<file path="src/rtl/integ_alarm_pkg.sv">
package integ_alarm_pkg;
    localparam int ADDR_W = 2;

    typedef enum logic [ADDR_W-1:0] {
        REG_CTRL   = 2'd0,
        REG_INTCTL = 2'd1,
        REG_STATUS = 2'd2,
        REG_NONE   = 2'd3
    } reg_sel_e;

    localparam int CTRL_CHECK_BIT = 0;
    localparam int CTRL_ALARM_BIT = 1;
    localparam int INT_MFI_BIT    = 0;
    localparam int INT_MEI_BIT    = 1;
    localparam int INT_FRZ_BIT    = 2;
    localparam int ST_FUNC_BIT    = 0;
    localparam int ST_ERR_BIT     = 1;
    localparam int ST_REGION_LSB  = 2;
endpackage

</file>
<file path="src/rtl/integ_status_bank.sv">
module integ_status_bank #(
    parameter int NUM_REGIONS = 16
) (
    input  logic                   clk,
    input  logic                   rst_n,
    input  logic                   clr_func,
    input  logic [NUM_REGIONS-1:0] clr_regions,
    input  logic                   frame_done,
    input  logic [NUM_REGIONS-1:0] region_hit,
    output logic                   func_flag,
    output logic [NUM_REGIONS-1:0] region_flags,
    output logic                   err_flag
);
    typedef struct packed {
        logic                   func;
        logic [NUM_REGIONS-1:0] regions;
    } st_t;

    st_t st_d, st_q;

    always_comb begin
        st_d         = st_q;
        // a new event beats a clear in the same cycle
        st_d.func    = (st_q.func & ~clr_func) | frame_done;
        st_d.regions = (st_q.regions & ~clr_regions) | region_hit;
    end

    always_ff @(posedge clk or negedge rst_n) begin
        if (!rst_n) st_q <= '0;
        else        st_q <= st_d;
    end

    assign func_flag    = st_q.func;
    assign region_flags = st_q.regions;
    assign err_flag     = |st_q.regions;

    p_func_set_r1: assert property (@(posedge clk) disable iff (!rst_n)
        frame_done |=> func_flag);
    p_set_wins_r2: assert property (@(posedge clk) disable iff (!rst_n)
        (region_hit != '0) |=> ((region_flags & $past(region_hit)) == $past(region_hit)));
    p_clear_r4: assert property (@(posedge clk) disable iff (!rst_n)
        ((clr_regions & ~region_hit) != '0) |=>
            ((region_flags & $past(clr_regions & ~region_hit)) == '0));
endmodule

</file>
<file path="src/rtl/integ_mask_unit.sv">
module integ_mask_unit (
    input  logic clk,
    input  logic rst_n,
    input  logic wr_en,
    input  logic new_mfi,
    input  logic new_mei,
    input  logic new_frz,
    output logic mask_fi,
    output logic mask_ei,
    output logic frozen
);
    typedef struct packed {
        logic mfi;
        logic mei;
        logic frz;
    } mk_t;

    mk_t mk_d, mk_q;

    always_comb begin
        mk_d = mk_q;
        if (wr_en) begin
            if (!mk_q.frz) begin
                mk_d.mfi = new_mfi;
                mk_d.mei = new_mei;
            end
            mk_d.frz = mk_q.frz | new_frz;
        end
    end

    always_ff @(posedge clk or negedge rst_n) begin
        if (!rst_n) mk_q <= '{mfi: 1'b1, mei: 1'b1, frz: 1'b0};
        else        mk_q <= mk_d;
    end

    assign mask_fi = mk_q.mfi;
    assign mask_ei = mk_q.mei;
    assign frozen  = mk_q.frz;

    p_frozen_hold_r6: assert property (@(posedge clk) disable iff (!rst_n)
        frozen |=> (frozen && $stable(mask_fi) && $stable(mask_ei)));
endmodule

</file>
<file path="src/rtl/integ_alarm_gen.sv">
module integ_alarm_gen #(
    parameter int ERR_DIV = 16,
    parameter int OK_DIV  = 4
) (
    input  logic clk,
    input  logic rst_n,
    input  logic run,
    input  logic err,
    output logic alarm
);
    localparam int HALF_ERR = ERR_DIV / 2;
    localparam int HALF_OK  = OK_DIV / 2;
    localparam int HALF_MAX = (HALF_ERR > HALF_OK) ? HALF_ERR : HALF_OK;
    localparam int CNT_W    = $clog2(HALF_MAX + 1);

    typedef struct packed {
        logic [CNT_W-1:0] cnt;
        logic             pin;
    } al_t;

    al_t al_d, al_q;
    logic [CNT_W-1:0] last;

    always_comb begin
        last = err ? CNT_W'(HALF_ERR - 1) : CNT_W'(HALF_OK - 1);
        al_d = al_q;
        if (!run) begin
            al_d.cnt = '0;
            al_d.pin = 1'b0;
        end else if (al_q.cnt >= last) begin
            al_d.cnt = '0;
            al_d.pin = ~al_q.pin;
        end else begin
            al_d.cnt = al_q.cnt + 1'b1;
        end
    end

    always_ff @(posedge clk or negedge rst_n) begin
        if (!rst_n) al_q <= '0;
        else        al_q <= al_d;
    end

    assign alarm = al_q.pin;

    p_idle_low_r9: assert property (@(posedge clk) disable iff (!rst_n)
        !run |=> !alarm);
    p_fast_toggle_r8: assert property (@(posedge clk) disable iff (!rst_n)
        (run && !err && $past(run) && $past(!err) && $rose(alarm)) |=> alarm);
endmodule

</file>
<file path="src/rtl/integ_alarm_ctrl.sv">
module integ_alarm_ctrl
    import integ_alarm_pkg::*;
#(
    parameter int NUM_REGIONS = 16,
    parameter int DATA_W      = 32,
    parameter int ERR_DIV     = 16,
    parameter int OK_DIV      = 4
) (
    input  logic                   clk,
    input  logic                   rst_n,
    input  logic                   bus_we,
    input  logic [ADDR_W-1:0]      bus_addr,
    input  logic [DATA_W-1:0]      bus_wdata,
    output logic [DATA_W-1:0]      bus_rdata,
    input  logic                   frame_done,
    input  logic [NUM_REGIONS-1:0] region_hit,
    output logic                   irq,
    output logic                   alarm
);
    localparam int USED_W = ST_REGION_LSB + NUM_REGIONS;

    typedef struct packed {
        logic check_en;
        logic alarm_en;
    } ctl_t;

    ctl_t ctl_d, ctl_q;

    logic                   wr_ctrl, wr_int, wr_st;
    logic                   func_flag, err_flag;
    logic [NUM_REGIONS-1:0] region_flags;
    logic                   mask_fi, mask_ei, frozen;

    assign wr_ctrl = bus_we && (bus_addr == REG_CTRL);
    assign wr_int  = bus_we && (bus_addr == REG_INTCTL);
    assign wr_st   = bus_we && (bus_addr == REG_STATUS);

    always_comb begin
        ctl_d = ctl_q;
        if (wr_ctrl) begin
            ctl_d.check_en = bus_wdata[CTRL_CHECK_BIT];
            ctl_d.alarm_en = bus_wdata[CTRL_ALARM_BIT];
        end
    end

    always_ff @(posedge clk or negedge rst_n) begin
        if (!rst_n) ctl_q <= '0;
        else        ctl_q <= ctl_d;
    end

    integ_status_bank #(.NUM_REGIONS(NUM_REGIONS)) u_status (
        .clk          (clk),
        .rst_n        (rst_n),
        .clr_func     (wr_st && bus_wdata[ST_FUNC_BIT]),
        .clr_regions  (wr_st ? bus_wdata[USED_W-1:ST_REGION_LSB] : '0),
        .frame_done   (frame_done),
        .region_hit   (region_hit),
        .func_flag    (func_flag),
        .region_flags (region_flags),
        .err_flag     (err_flag)
    );

    integ_mask_unit u_mask (
        .clk     (clk),
        .rst_n   (rst_n),
        .wr_en   (wr_int),
        .new_mfi (bus_wdata[INT_MFI_BIT]),
        .new_mei (bus_wdata[INT_MEI_BIT]),
        .new_frz (bus_wdata[INT_FRZ_BIT]),
        .mask_fi (mask_fi),
        .mask_ei (mask_ei),
        .frozen  (frozen)
    );

    integ_alarm_gen #(.ERR_DIV(ERR_DIV), .OK_DIV(OK_DIV)) u_alarm (
        .clk   (clk),
        .rst_n (rst_n),
        .run   (ctl_q.check_en && ctl_q.alarm_en),
        .err   (err_flag),
        .alarm (alarm)
    );

    assign irq = (func_flag && !mask_fi) || (err_flag && !mask_ei);

    always_comb begin
        bus_rdata = '0;
        case (bus_addr)
            REG_CTRL: begin
                bus_rdata[CTRL_CHECK_BIT] = ctl_q.check_en;
                bus_rdata[CTRL_ALARM_BIT] = ctl_q.alarm_en;
            end
            REG_INTCTL: begin
                bus_rdata[INT_MFI_BIT] = mask_fi;
                bus_rdata[INT_MEI_BIT] = mask_ei;
                bus_rdata[INT_FRZ_BIT] = frozen;
            end
            REG_STATUS: begin
                bus_rdata[ST_FUNC_BIT]                   = func_flag;
                bus_rdata[ST_ERR_BIT]                    = err_flag;
                bus_rdata[USED_W-1:ST_REGION_LSB]        = region_flags;
            end
            default: bus_rdata = '0;
        endcase
    end

    generate
        if (DATA_W > USED_W) begin : g_spare
            logic unused_wdata;
            assign unused_wdata = ^bus_wdata[DATA_W-1:USED_W];
        end
    endgenerate

    p_err_no_direct_clear_r3: assert property (@(posedge clk) disable iff (!rst_n)
        (err_flag && wr_st && ((bus_wdata[USED_W-1:ST_REGION_LSB] & region_flags) == '0))
            |=> err_flag);
    p_irq_level_r5: assert property (@(posedge clk) disable iff (!rst_n)
        (irq && !bus_we) |=> irq);
endmodule

</file>
<file path="config.mk">
export PLATFORM = sky130hd
export DESIGN_NAME = integ_alarm_ctrl
export DESIGN_NICKNAME = d
export VERILOG_FILES = /design/src/rtl/integ_alarm_pkg.sv /design/src/rtl/integ_status_bank.sv /design/src/rtl/integ_mask_unit.sv /design/src/rtl/integ_alarm_gen.sv /design/src/rtl/integ_alarm_ctrl.sv
export SDC_FILE = /design/constraint.sdc
export NUM_CORES = 1
export LEC_CHECK = 0
export BUFFER_PORTS_ARGS = -buffer_cell sky130_fd_sc_hd__buf_2
export CAP_MARGIN = 20
export CORE_ASPECT_RATIO = 1.25
export CORE_MARGIN = 2
export CORE_UTILIZATION = 46
export DETAILED_ROUTE_END_ITERATION = 10
export GPL_ROUTABILITY_DRIVEN = 0
export PLACE_DENSITY = 0.9
export SLEW_MARGIN = 20
export SYNTH_ARGS = -nofsm -noshare
export SYNTH_HDL_FRONTEND = slang
export SYNTH_SLANG_ARGS = --single-unit
</file>
<file path="constraint.sdc">
create_clock -name clk -period 4.2 [get_ports clk]
set_clock_uncertainty 0.2 [all_clocks]
set_input_delay 0.21 -clock clk [delete_from_list [all_inputs] [get_ports clk]]
set_output_delay 0.21 -clock clk [all_outputs]
set_load 0.005 [all_outputs]
</file>
==> results of run 1 <==
[cells in the final DEF (no fill, tap or decap)]
cell and n:
buf_2 59, dlygate4sd3_1 39, dfrtp_1 25, nand2_1 19, a21o_1 18, and2_1 16, conb_1 14, ha_1 7
nor2_1 6, inv_1 4, nor4_1 4, mux2_2 4, clkbuf_4 3, a22oi_1 2, o22ai_1 2, dfstp_2 2
a2111o_1 1, xnor2_1 1, and4_1 1, nand2b_1 1, nor2b_1 1, a222oi_1 1, nand3_1 1, nand3b_1 1
mux2_4 1, a31o_2 1, clkbuf_1 1
[registers in the layout, summed over array words and instances (netlist names)]
| name | count |
|---|---|
| ctl_q | 2 |
| u_alarm.al_q | 4 |
| u_alarm.alarm | 1 |
| u_mask.frozen | 1 |
| u_mask.mask_ei | 1 |
| u_mask.mask_fi | 1 |
| u_status.func_flag | 1 |
| u_status.region_flags | 16 |
[metrics by stage]
stage / worst slack [ns] / total power, uW / instances / cell area (um2) / utilization (%)
2_1_floorplan: 1.86 / 370 / 150 / 1470 / -
3_3_place_gp: 1.59 / 410 / 228 / 1690 / 57.3
3_5_place_dp: 1.57 / 414 / 228 / 1690 / 57.3
4_1_cts: 1.55 / 545 / 271 / 2100 / 71.5
5_1_grt: 1.33 / 578 / 271 / 2100 / 71.5
6_report: 1.46 / 552 / 271 / 2100 / 71.5
[worst max path at each step]
stage	slack [ns]	endpoint	cells past startpoint
2_1_floorplan	1.86	u_alarm.alarm	6
3_3_place_gp	1.59	u_alarm.alarm	6
3_5_place_dp	1.57	u_alarm.alarm	6
4_1_cts	1.55	u_alarm.alarm	6
5_1_grt	1.33	u_alarm.alarm	6
6_report	1.46	u_alarm.alarm	6
[area by class of cell]
| cell class | count | area (um2) |
|---|---|---|
| clock buffer | 4 | 26.3 |
| inverter | 4 | 15.0 |
| multi-input combinational | 102 | 654 |
| sequential | 27 | 678 |
| fill | 163 | 841 |
| timing repair buffer | 98 | 686 |
| tap | 36 | 45.0 |
[routing by layer]
layer / share of wire [%] / vias to the layer above
li1: - / 631
met1: 40 / 685
met2: 51 / 78
met3: 6.0 / 14
met4: 2.8 / 0
met5: 0 / -
[cell families (layout without fill, tap and decap cells)]
logic type | count (synthesis) | after routing | share of synthesized area (%)
other cells | 1 | 14 | 0.265
simple gates | 50 | 50 | 17.8
fa+ha+maj | 7 | 7 | 6.18
xor+xnor | 1 | 1 | 0.618
buf+inv | 21 | 106 | 9.44
mux | 5 | 5 | 4.24
flops | 27 | 27 | 47.8
compound gates | 25 | 25 | 13.6
[report_power, final]
part | leakage, uW | switching [uW] | internal (uW) | total (uW)
clock network | 0.0000150 | 73.2 | 37.2 | 110
registers | 0.000277 | 21.2 | 287 | 309
logic | 0.000675 | 56.6 | 76.7 | 133
==> key figures, run 1 <==
Timing
  – Setup TNS: 0 ns
  – Setup violators final: 0
  – Period utilisation layout: 65.3%
  – Fin. Hold Viols: 0
  – Slew margin rel.: 58.5%
  – Slew Limit Fails: 0
  – Max Freq: 0.365 GHz
  – Slew @ Worst Pin: 0.622 ns
  – Tmin final: 2.74 ns
  – RSZ-0062 raised after global routing: no
  – Worst Hold Slack: 0.221 ns

CTS
  – CTS Buffer Depth: 2
  – Root buffer cell: clkbuf_4
  – CTS Sinks: 27
  – H-tree depth: 1
  – CTS tree: done
  – Postcts setup bufs: 0
  – # resized after CTS: 0
  – Clock latency on the worst-skew pair: 0.32 ns
  – TritonCTS Buffers: 3
  – Clock transition at the registers of the reported paths: 0.14 ns
  – CTS Hold Buffers Added: 39

Global routing
  – Most used routing layer: met2
  – GRT Total Usage: 27.4%
  – Overflow after GRT: 0
  – Largest net degree at the start of global routing: 28
  – Met2 Use GR: 46.5%
  – Met1 Use GR: 32.4%
  – Vias in the first global route: 1583
  – First-pass GRT wire length: 7010 um
  – Met3 Use GR: 4.98%
  – Initial antenna violation count: 0

Power
  – VDD IR-drop max: 0.000295 V
  – Cell area power density: 262 nW/um2
  – Leak: 0.000967 uW

Route
  – # DRC: 0
  – Routed Wire Length: 4240 um
  – DRT iter0 DRCs: 56
  – ANT nets after route: 0
  – Vias: 1408
  – Pre-antenna DRT Iters: 4
  – Routed length per instance: 15.6 um
  – Routed vias/inst: 5.20

Job
  – Max cap viols: 0

Critical path
  – Worst Path Max Fanout: 5
  – Worst path max stage delay: 0.50 ns
  – R2R Path End: u_alarm.alarm
  – Reg2reg setup slack: 1.46 ns
  – Data arrival, critical path: 2.76 ns
  – Worst path required time: 4.22 ns
  – Worst Path Class, Setup: flop to flop
  – CP Cell Sequence: nor4_1 -> and4_1 -> ha_1 -> a21o_1 -> a2111o_1 -> mux2_4
  – CP Buf/Inv Count: 0
  – Crit end category: flop
  – Critical Path Source Type: flop
  – Worst Reg-to-Reg Cells: 6
  – Slowest library cell on the worst path: a2111o_1
  – Worst R2R Start: u_status.region_flags[2]
  – Delay-heaviest family, CP: simple AND/OR/NAND/NOR gates
  – Crit path from: u_status.region_flags[2]

Logic synthesis
  – Area share of the largest cell type after synthesis: 44.1%
  – Synthesized cell area: 1420 um2
  – Synth area leaders: dfrtp_1 (44%), a21o_1 (9.5%), buf_4 (7.4%)
  – FF+latch count, synth: 27
  – Synth area leader: dfrtp_1
  – Synth Flop Type: dfrtp_1
  – Yosys cell types: 26
  – Mapped Cells: 137
  – Seq/Total Area, Yosys: 47.8%
  – Mapped Avg Cell Area: 10.3 um2
  – Synthesis warning total: 0
  – Most common cell in the synthesized netlist: dfrtp_1
  – Post-synth EDFFs: 0
  – Post-synth ARST share: 100%
  – Post-synth top cells: dfrtp_1 (25), nand2_1 (19), a21o_1 (18)

Die
  – Starting Density: 48.1%
  – Row count: 22
  – Core area: 2950 um2
  – Die span in y: 66.1 um
  – # IOs: 88
  – Die Width: 53.7 um
  – Full die area: 3540 um2

Finish
  – N_diodes: 0
  – Final net count: 297
  – Fraction of layout cells with a size suffix above 1: 29.8%
  – Layout Area Growth over Synthesis: 48.5%

Placement
  – Final HPWL DP: 2280 um
  – IO Port Bufs: 59

Worst hold path
  – Worst hold path class: input pin to asynchronous set/reset pin

Status
  – Outcome: finished, final reports clean
Note: power is estimated with default switching activity, not from simulation.
==> run 2: changes to the inputs <==
- ABC_AREA: unset -> 1
- CORE_UTILIZATION: 46 -> 40
- PLACE_DENSITY: 0.9 -> 0.82
- clock period: 4.2 -> 2.3 ns (I/O delays scaled with it)
==> run 2 against run 1 <==
Effect of this change:
- setup slack got worse by 1.0 ns
- via count rose by 5.6%
- final cell count rose by 20%
- synthesized cell count rose by 38%
- sequential power rose by 66%
- critical path type unchanged
- highest routed layer unchanged
==> key figures, run 2 <==
Logic synthesis
  – FF+latch count, synth: 27 (unchanged)
  – Post-synth ARST share: 100% (unchanged)
  – Synth area leaders: dfrtp_1 (40%), nand2_1 (9.9%), buf_4 (7.8%)
  – Mapped Cells: 189 (+38%)
  – Synth area leader: dfrtp_1
  – Post-synth top cells: nand2_1 (41), inv_1 (29), dfrtp_1 (25)
  – Synthesis warning total: 0 (unchanged)
  – Most common cell in the synthesized netlist: nand2_1
  – Area share of the largest cell type after synthesis: 40.4% (-3.7 points)
  – Yosys cell types: 22 (-15%)
  – Synthesized cell area: 1550 um2 (+9.3%)
  – Synth Flop Type: dfrtp_1
  – Post-synth EDFFs: 0 (unchanged)
  – Seq/Total Area, Yosys: 43.8% (-4.1 points)
  – Mapped Avg Cell Area: 8.20 um2 (-21%)

Global routing
  – Overflow after GRT: 0 (unchanged)
  – GRT Total Usage: 15.3% (-12 points)
  – Initial antenna violation count: 0 (unchanged)
  – Vias in the first global route: 1299 (-18%)
  – Largest net degree at the start of global routing: 33 (+18%)
  – First-pass GRT wire length: 5220 um (-25%)

Status
  – Outcome: finished, final reports clean

Timing
  – Setup TNS: 0 ns (unchanged)
  – Slew Limit Fails: 0 (unchanged)
  – Setup violators final: 0 (unchanged)
  – Period utilisation layout: 81.1% (+16 points)
  – Fin. Hold Viols: 0 (unchanged)
  – RSZ-0062 raised after global routing: no
  – Max Freq: 0.536 GHz (+47%)
  – Slew margin rel.: 59.8% (+1.3 points)
  – Setup ws final: 0.434 ns (-1.03 ns)
  – Tmin final: 1.87 ns (-0.875 ns)
  – Slew @ Worst Pin: 0.603 ns (-0.0197 ns)

Finish
  – Max FFs per register: 16 (unchanged)
  – Layout Area Growth over Synthesis: 43.6%
  – Commonest non-fill, non-tap cells in the layout: buf_2 (59), nand2_1 (41), dlygate4sd3_1 (38), inv_1 (29), dfrtp_1 (25)
  – Commonest non-fill, non-tap cell in the layout: buf_2
  – Final net count: 346 (+16%)
  – Fraction of layout cells with a size suffix above 1: 24.6% (-5.1 points)
  – N_diodes: 0 (unchanged)
  – Fin cells: 324 (+20%)
  – Final design utilization: 59.3% (-12 points)

Critical path
  – Worst path required time: 2.26 ns (-1.96 ns)
  – Crit end category: flop
  – Reg2reg setup slack: 0.43 ns (-1.03 ns)
  – Slowest library cell on the worst path: dfrtp_1
  – Worst Reg-to-Reg Cells: 10 (+4)
  – Worst R2R Start: u_status.region_flags[10]
  – Critical Path Source Type: flop
  – R2R Path End: u_alarm.alarm
  – CP Buf/Inv Count: 1 (+1)
  – Delay-heaviest family, CP: simple AND/OR/NAND/NOR gates
  – Worst path max stage delay: 0.41 ns (-0.09 ns)
  – CP Cell Sequence: nor2_1 -> nand2_1 -> nor2_1 -> nand2_1 -> inv_1 -> ha_1 -> a21oi_1 -> o21ai_2 -> nand2_1 -> o21ai_1
  – Data arrival, critical path: 1.82 ns (-0.94 ns)
  – Worst Path Max Fanout: 6 (+1)
  – CP most frequent cell: nand2_1
  – Worst Path Class, Setup: flop to flop

Worst hold path
  – Hold Crit Depth: 3
  – Hold Path Sink: u_mask.frozen
  – Worst hold path class: input pin to flop
  – Worst Hold Launch: bus_we

Die
  – Core area: 3750 um2 (+27%)
  – Row count: 25 (+14%)
  – Die Width: 59.7 um (+11%)
  – Die span in y: 73.6 um (+11%)
  – Full die area: 4390 um2 (+24%)
  – Starting Density: 41.3% (-6.9 points)
  – # IOs: 88 (unchanged)

Placement
  – Final HPWL DP: 2330 um (+1.9%)
  – Post-place setup slack: 0.416 ns (-1.15 ns)
  – Placed Cells: 282 (+24%)
  – IO Port Bufs: 59 (unchanged)

CTS
  – H-tree depth: 1 (unchanged)
  – CTS tree: done
  – CTS Sinks: 27 (unchanged)
  – Postcts setup bufs: 0 (unchanged)
  – # resized after CTS: 0 (unchanged)
  – Clock transition at the registers of the reported paths: 0.09 ns (-0.05 ns)
  – TritonCTS Buffers: 3 (unchanged)
  – CTS Buffer Depth: 2 (unchanged)
  – Clock latency on the worst-skew pair: 0.27 ns (-0.05 ns)
  – Root buffer cell: clkbuf_8

Route
  – Routed Wire Length: 3490 um (-18%)
  – # DRC: 0 (unchanged)
  – Pre-antenna DRT Iters: 4 (unchanged)
  – DRT iter0 DRCs: 67 (+20%)
  – Routed length per instance: 10.8 um (-31%)
  – Vias: 1487 (+5.6%)
  – ANT nets after route: 0 (unchanged)
  – Routed vias/inst: 4.59 (-12%)

Power
  – Leak: 0.00115 uW (+19%)
  – Cell area power density: 437 nW/um2 (+67%)
  – VDD IR-drop max: 0.000244 V (-18%)

Job
  – Max cap viols: 0 (unchanged)
run 2: changes by cell type after synthesis, sizes merged, moves of 2 or more:
cell,before,now
a21o,18,15
a21oi,0,2
a22oi,2,0
and2,16,0
buf,16,20
inv,4,29
mux2,5,0
nand2,19,41
nand3,1,20
nor2,6,16
nor4,4,0
o21ai,0,6
o22ai,2,0
run 2: worst max-delay path by stage:
stage,startpoint,to,slack (ns),depth (start not counted)
floorplan,u_status.region_flags[10],u_alarm.alarm,0.66,10
global placement,u_status.region_flags[1],u_alarm.alarm,0.45,10
detailed placement,u_status.region_flags[1],u_alarm.alarm,0.42,10
CTS,u_status.region_flags[1],u_alarm.alarm,0.41,10
global route,u_status.region_flags[8],u_alarm.alarm,0.24,10
finish,u_status.region_flags[10],u_alarm.alarm,0.43,10
run 2: through the flow:
| step | instance area (um2) | hold slack [ns] | power, uW |
|---|---|---|---|
| final | 2220 | 0.0925 | 973 |
| after global routing | 2220 | 0.114 | 1030 |
| after CTS | 2220 | 0.0925 | 983 |
| after detailed placement | 1800 | -0.0397 | 673 |
| after global placement | 1800 | -0.0505 | 668 |
| after floorplan | 1600 | -0.381 | 616 |
run 2: per-layer routing:
| layer | share of wire [%] | GRT usage [%] | vias to the layer above |
|---|---|---|---|
| met2 | 51 | 28.7 | 49 |
| met5 | 0 | 0 | - |
| met3 | 4.8 | 2.29 | 2 |
| met4 | 0.54 | 3.95 | 0 |
| met1 | 43 | 17.6 | 688 |
| li1 | - | - | 748 |
run 2: repair_timing:
item,in CTS,in global routing
setup endpoints to repair,0,0
hold buffers,38,0
endpoints found under the hold margin,47,0
run 2: worst register-to-register path: stages, from the launching register on:
cell	delay, ns
dfrtp_1	0.41
nor2_1	0.11
nand2_1	0.07
nor2_1	0.10
nand2_1	0.08
inv_1	0.12
ha_1	0.24
a21oi_1	0.17
o21ai_2	0.13
nand2_1	0.08
o21ai_1	0.05
run 2: where the power goes:
part	switching [uW]	leakage (uW)	internal [uW]
logic	88.8	0.000848	105
registers	16.7	0.000278	495
clock network	146	0.0000255	121
run 2: area by class of cell:
class	count	area [um2]
repair buffers	98	683
well taps	40	50.0
inverters	29	109
fillers	319	1530
clock buffers	3	41.3
flip-flops and latches	27	678
clock inverters	1	5.00
multi-input cells	126	658
run 2: cells by family (layout without fill, tap and decap cells):
group | Yosys count | in the layout | synth area share (%)
AND/OR/NAND/NOR | 78 | 78 | 21.2
buffers and inverters | 49 | 131 | 16.9
flip-flops | 27 | 27 | 43.8
AO/OA/AOI/OAI | 26 | 26 | 11.6
adder cells (fa/ha/maj) | 7 | 7 | 5.65
other | 1 | 14 | 0.242
XOR/XNOR | 1 | 1 | 0.566
==> run 3: changes to the inputs <==
- clock period: 2.3 -> 1.7 ns (I/O delays scaled with it)
==> run 3 against run 2 <==
Effect of this change:
- the flow now finishes with violations (setup timing)
- fmax up 5.0%
- final cell count rose by 6.8%
- critical endpoint unchanged
- core utilization rose by 5.7 points
- sequential share of layout area decreased by 2.7 points
- largest power group unchanged
- final area increased by 9.6%
==> key figures, run 3 (synthesis gave the netlist of run 2 again) <==
Die
  – Starting Density: 41.3% (unchanged)
  – Row count: 25 (unchanged)
  – # IOs: 88 (unchanged)
  – Full die area: 4390 um2 (unchanged)
  – Core area: 3750 um2 (unchanged)
  – Die Width: 59.7 um (unchanged)
  – Die span in y: 73.6 um (unchanged)

Global routing
  – Overflow after GRT: 0 (unchanged)
  – First-pass GRT wire length: 5830 um (+12%)
  – GRT Total Usage: 17.4% (+2.1 points)
  – Largest net degree at the start of global routing: 28 (-15%)
  – Vias in the first global route: 1428 (+9.9%)
  – Initial antenna violation count: 0 (unchanged)

Worst hold path
  – Worst hold path class: input pin to flop
  – Hold Crit Depth: 3 (unchanged)

Power
  – Cell area power density: 551 nW/um2 (+26%)
  – Clk pwr share: 26.2% (-1.3 points)
  – Psw: 340 uW (+35%)
  – Seq pwr share: 51.5% (-1.1 points)
  – Internal power: 1000 uW (+39%)
  – Leak: 0.00124 uW (+8.0%)
  – Switch share: 25.3% (-0.61 points)
  – Combinational power share: 22.3% (+2.4 points)
  – VDD IR-drop max: 0.000362 V (+48%)
  – Tot Pwr: 1340 uW (+38%)

Critical path
  – Data arrival, critical path: 1.73 ns (-0.09 ns)
  – Critical Path Source Type: flop
  – Crit end category: flop
  – Worst path required time: 1.66 ns (-0.60 ns)
  – Worst Path Max Fanout: 6 (unchanged)
  – Worst Reg-to-Reg Cells: 10 (unchanged)
  – Worst Path Class, Setup: flop to flop

Finish
  – Layout Area Growth over Synthesis: 57.4%
  – Filler cells: 307 (-3.8%)
  – Commonest non-fill, non-tap cell in the layout: buf_2
  – Finished Cell Area: 2440 um2 (+9.6%)
  – Final net count: 368 (+6.4%)
  – Commonest non-fill, non-tap cells in the layout: buf_2 (59), nand2_1 (40), dlygate4sd3_1 (38), inv_1 (28), dfrtp_1 (25)
  – N_diodes: 0 (unchanged)
  – FF/Latch Area: 678 um2 (unchanged)
  – Final design utilization: 64.9% (+5.7 points)
  – Max FFs per register: 16 (unchanged)
  – Area of the multi-input gates: 703 um2 (+6.8%)
  – Fraction of layout cells with a size suffix above 1: 32.4% (+7.7 points)

Job
  – Max cap viols: 0 (unchanged)

Timing
  – Setup TNS: -0.118 ns (-0.118 ns)
  – Fin. Hold Viols: 0 (unchanged)
  – Slew margin rel.: 59.9% (+0.090 points)
  – Tmin final: 1.78 ns (-0.0892 ns)
  – RSZ-0062 raised after global routing: yes
  – Slew @ Worst Pin: 0.601 ns (-0.00135 ns)
  – Setup violators final: 5 (+5)
  – Setup ws final: -0.0769 ns (-0.511 ns)
  – Slew Limit Fails: 0 (unchanged)
  – Period utilisation layout: 105% (+23 points)
  – Max Freq: 0.563 GHz (+5.0%)

Route
  – # DRC: 0 (unchanged)
  – Routed vias/inst: 4.53 (-1.4%)
  – ANT nets after route: 0 (unchanged)
  – Pre-antenna DRT Iters: 4 (unchanged)
  – Vias: 1566 (+5.3%)
  – DRT iter0 DRCs: 42 (-37%)
  – Routed length per instance: 11.0 um (+1.7%)
  – Routed Wire Length: 3790 um (+8.6%)

Placement
  – Cell Area, Placed: 1940 um2 (+7.9%)
  – Final HPWL DP: 2510 um (+7.8%)
  – IO Port Bufs: 59 (unchanged)

CTS
  – CTS tree: done
  – H-tree depth: 1 (unchanged)
  – Clock latency on the worst-skew pair: 0.27 ns (about the same)
  – Root buffer cell: clkbuf_8
  – TritonCTS Buffers: 3 (unchanged)
  – CTS Sinks: 27 (unchanged)
  – Clock transition at the registers of the reported paths: 0.08 ns (about the same)
  – CTS Buffer Depth: 2 (unchanged)

Status
  – Failing checks: setup timing
  – Outcome: complete, but fails checks
[run 3: changes by cell type in the layout (fill, tap and decap cells not counted), moves of 2 or more]
cell     previous run  this run
a21oi_1             2         0
buf_4               1        22
ha_1                7         5
nor2_1             16        14
nor2_2              0         2
[run 3: final cells by class]
class / count / area share, %
multi-input cells: 126 / 28.9
repair buffers: 120 / 35.0
well taps: 40 / 2.05
flip-flops and latches: 27 / 27.8
inverters: 29 / 4.47
clock buffers: 4 / 1.85
[run 3: path summary, 6_finish.rpt]
kind,endpoint,from,slack (ns)
setup / recovery,u_alarm.alarm,u_status.region_flags[2],-0.08
hold / removal,u_mask.frozen,bus_we,0.06
setup reg to reg,u_alarm.alarm,u_status.region_flags[2],-0.08
hold reg to reg,u_mask.frozen,u_mask.frozen,0.30
max in group asynchronous,u_status.region_flags[5],rst_n,0.75
min in group asynchronous,u_alarm.alarm,rst_n,0.15
[run 3: critical path, cell delays in order, from the launching register on]
cell and delay, ns:
dfrtp_1 0.39, nor2_1 0.11, nand2_1 0.06, nor2_1 0.12, nand2_1 0.09, inv_2 0.09
ha_4 0.21, a21oi_4 0.15, o21ai_4 0.10, nand2_1 0.07, o21ai_1 0.06
[run 3: power groups by stage]
stage | clock network (uW) | registers (uW) | logic [uW]
after floorplan | 0 | 700 | 133
after global placement | 0 | 701 | 223
after detailed placement | 0 | 703 | 229
after CTS | 370 | 691 | 290
after global routing | 393 | 696 | 336
final | 352 | 692 | 300
[run 3: stage by stage]
stage               std cells  setup WS (ns)  hold slack [ns]
finish                    346        -0.0769           0.0597
CTS                       344        -0.0540           0.0664
global route              346         -0.187           0.0940
detailed placement        301         -0.117          -0.0731
floorplan                 202         0.0597           -0.411
global placement          301        -0.0409          -0.0749
[run 3: routing by layer]
layer  up-vias  GRT usage, %  wire length [um]  part of all wire, %
met4         0          7.16                56                  1.5
met2        54          32.5              2040                   54
li1        790             -                 -                    -
met5         -             0                 0                    0
met1       717          19.2              1520                   40
met3         5          2.29               175                  4.6
[run 3: repair_timing]
item | CTS | global route
gates resized for setup | 5 | 6
hold endpoints to repair | 49 | 1
hold buffers | 38 | 1
gates cloned | 0 | 0
pin swaps | 5 | 4
setup endpoints to repair | 7 | 21
buffers inserted | 1 | 2
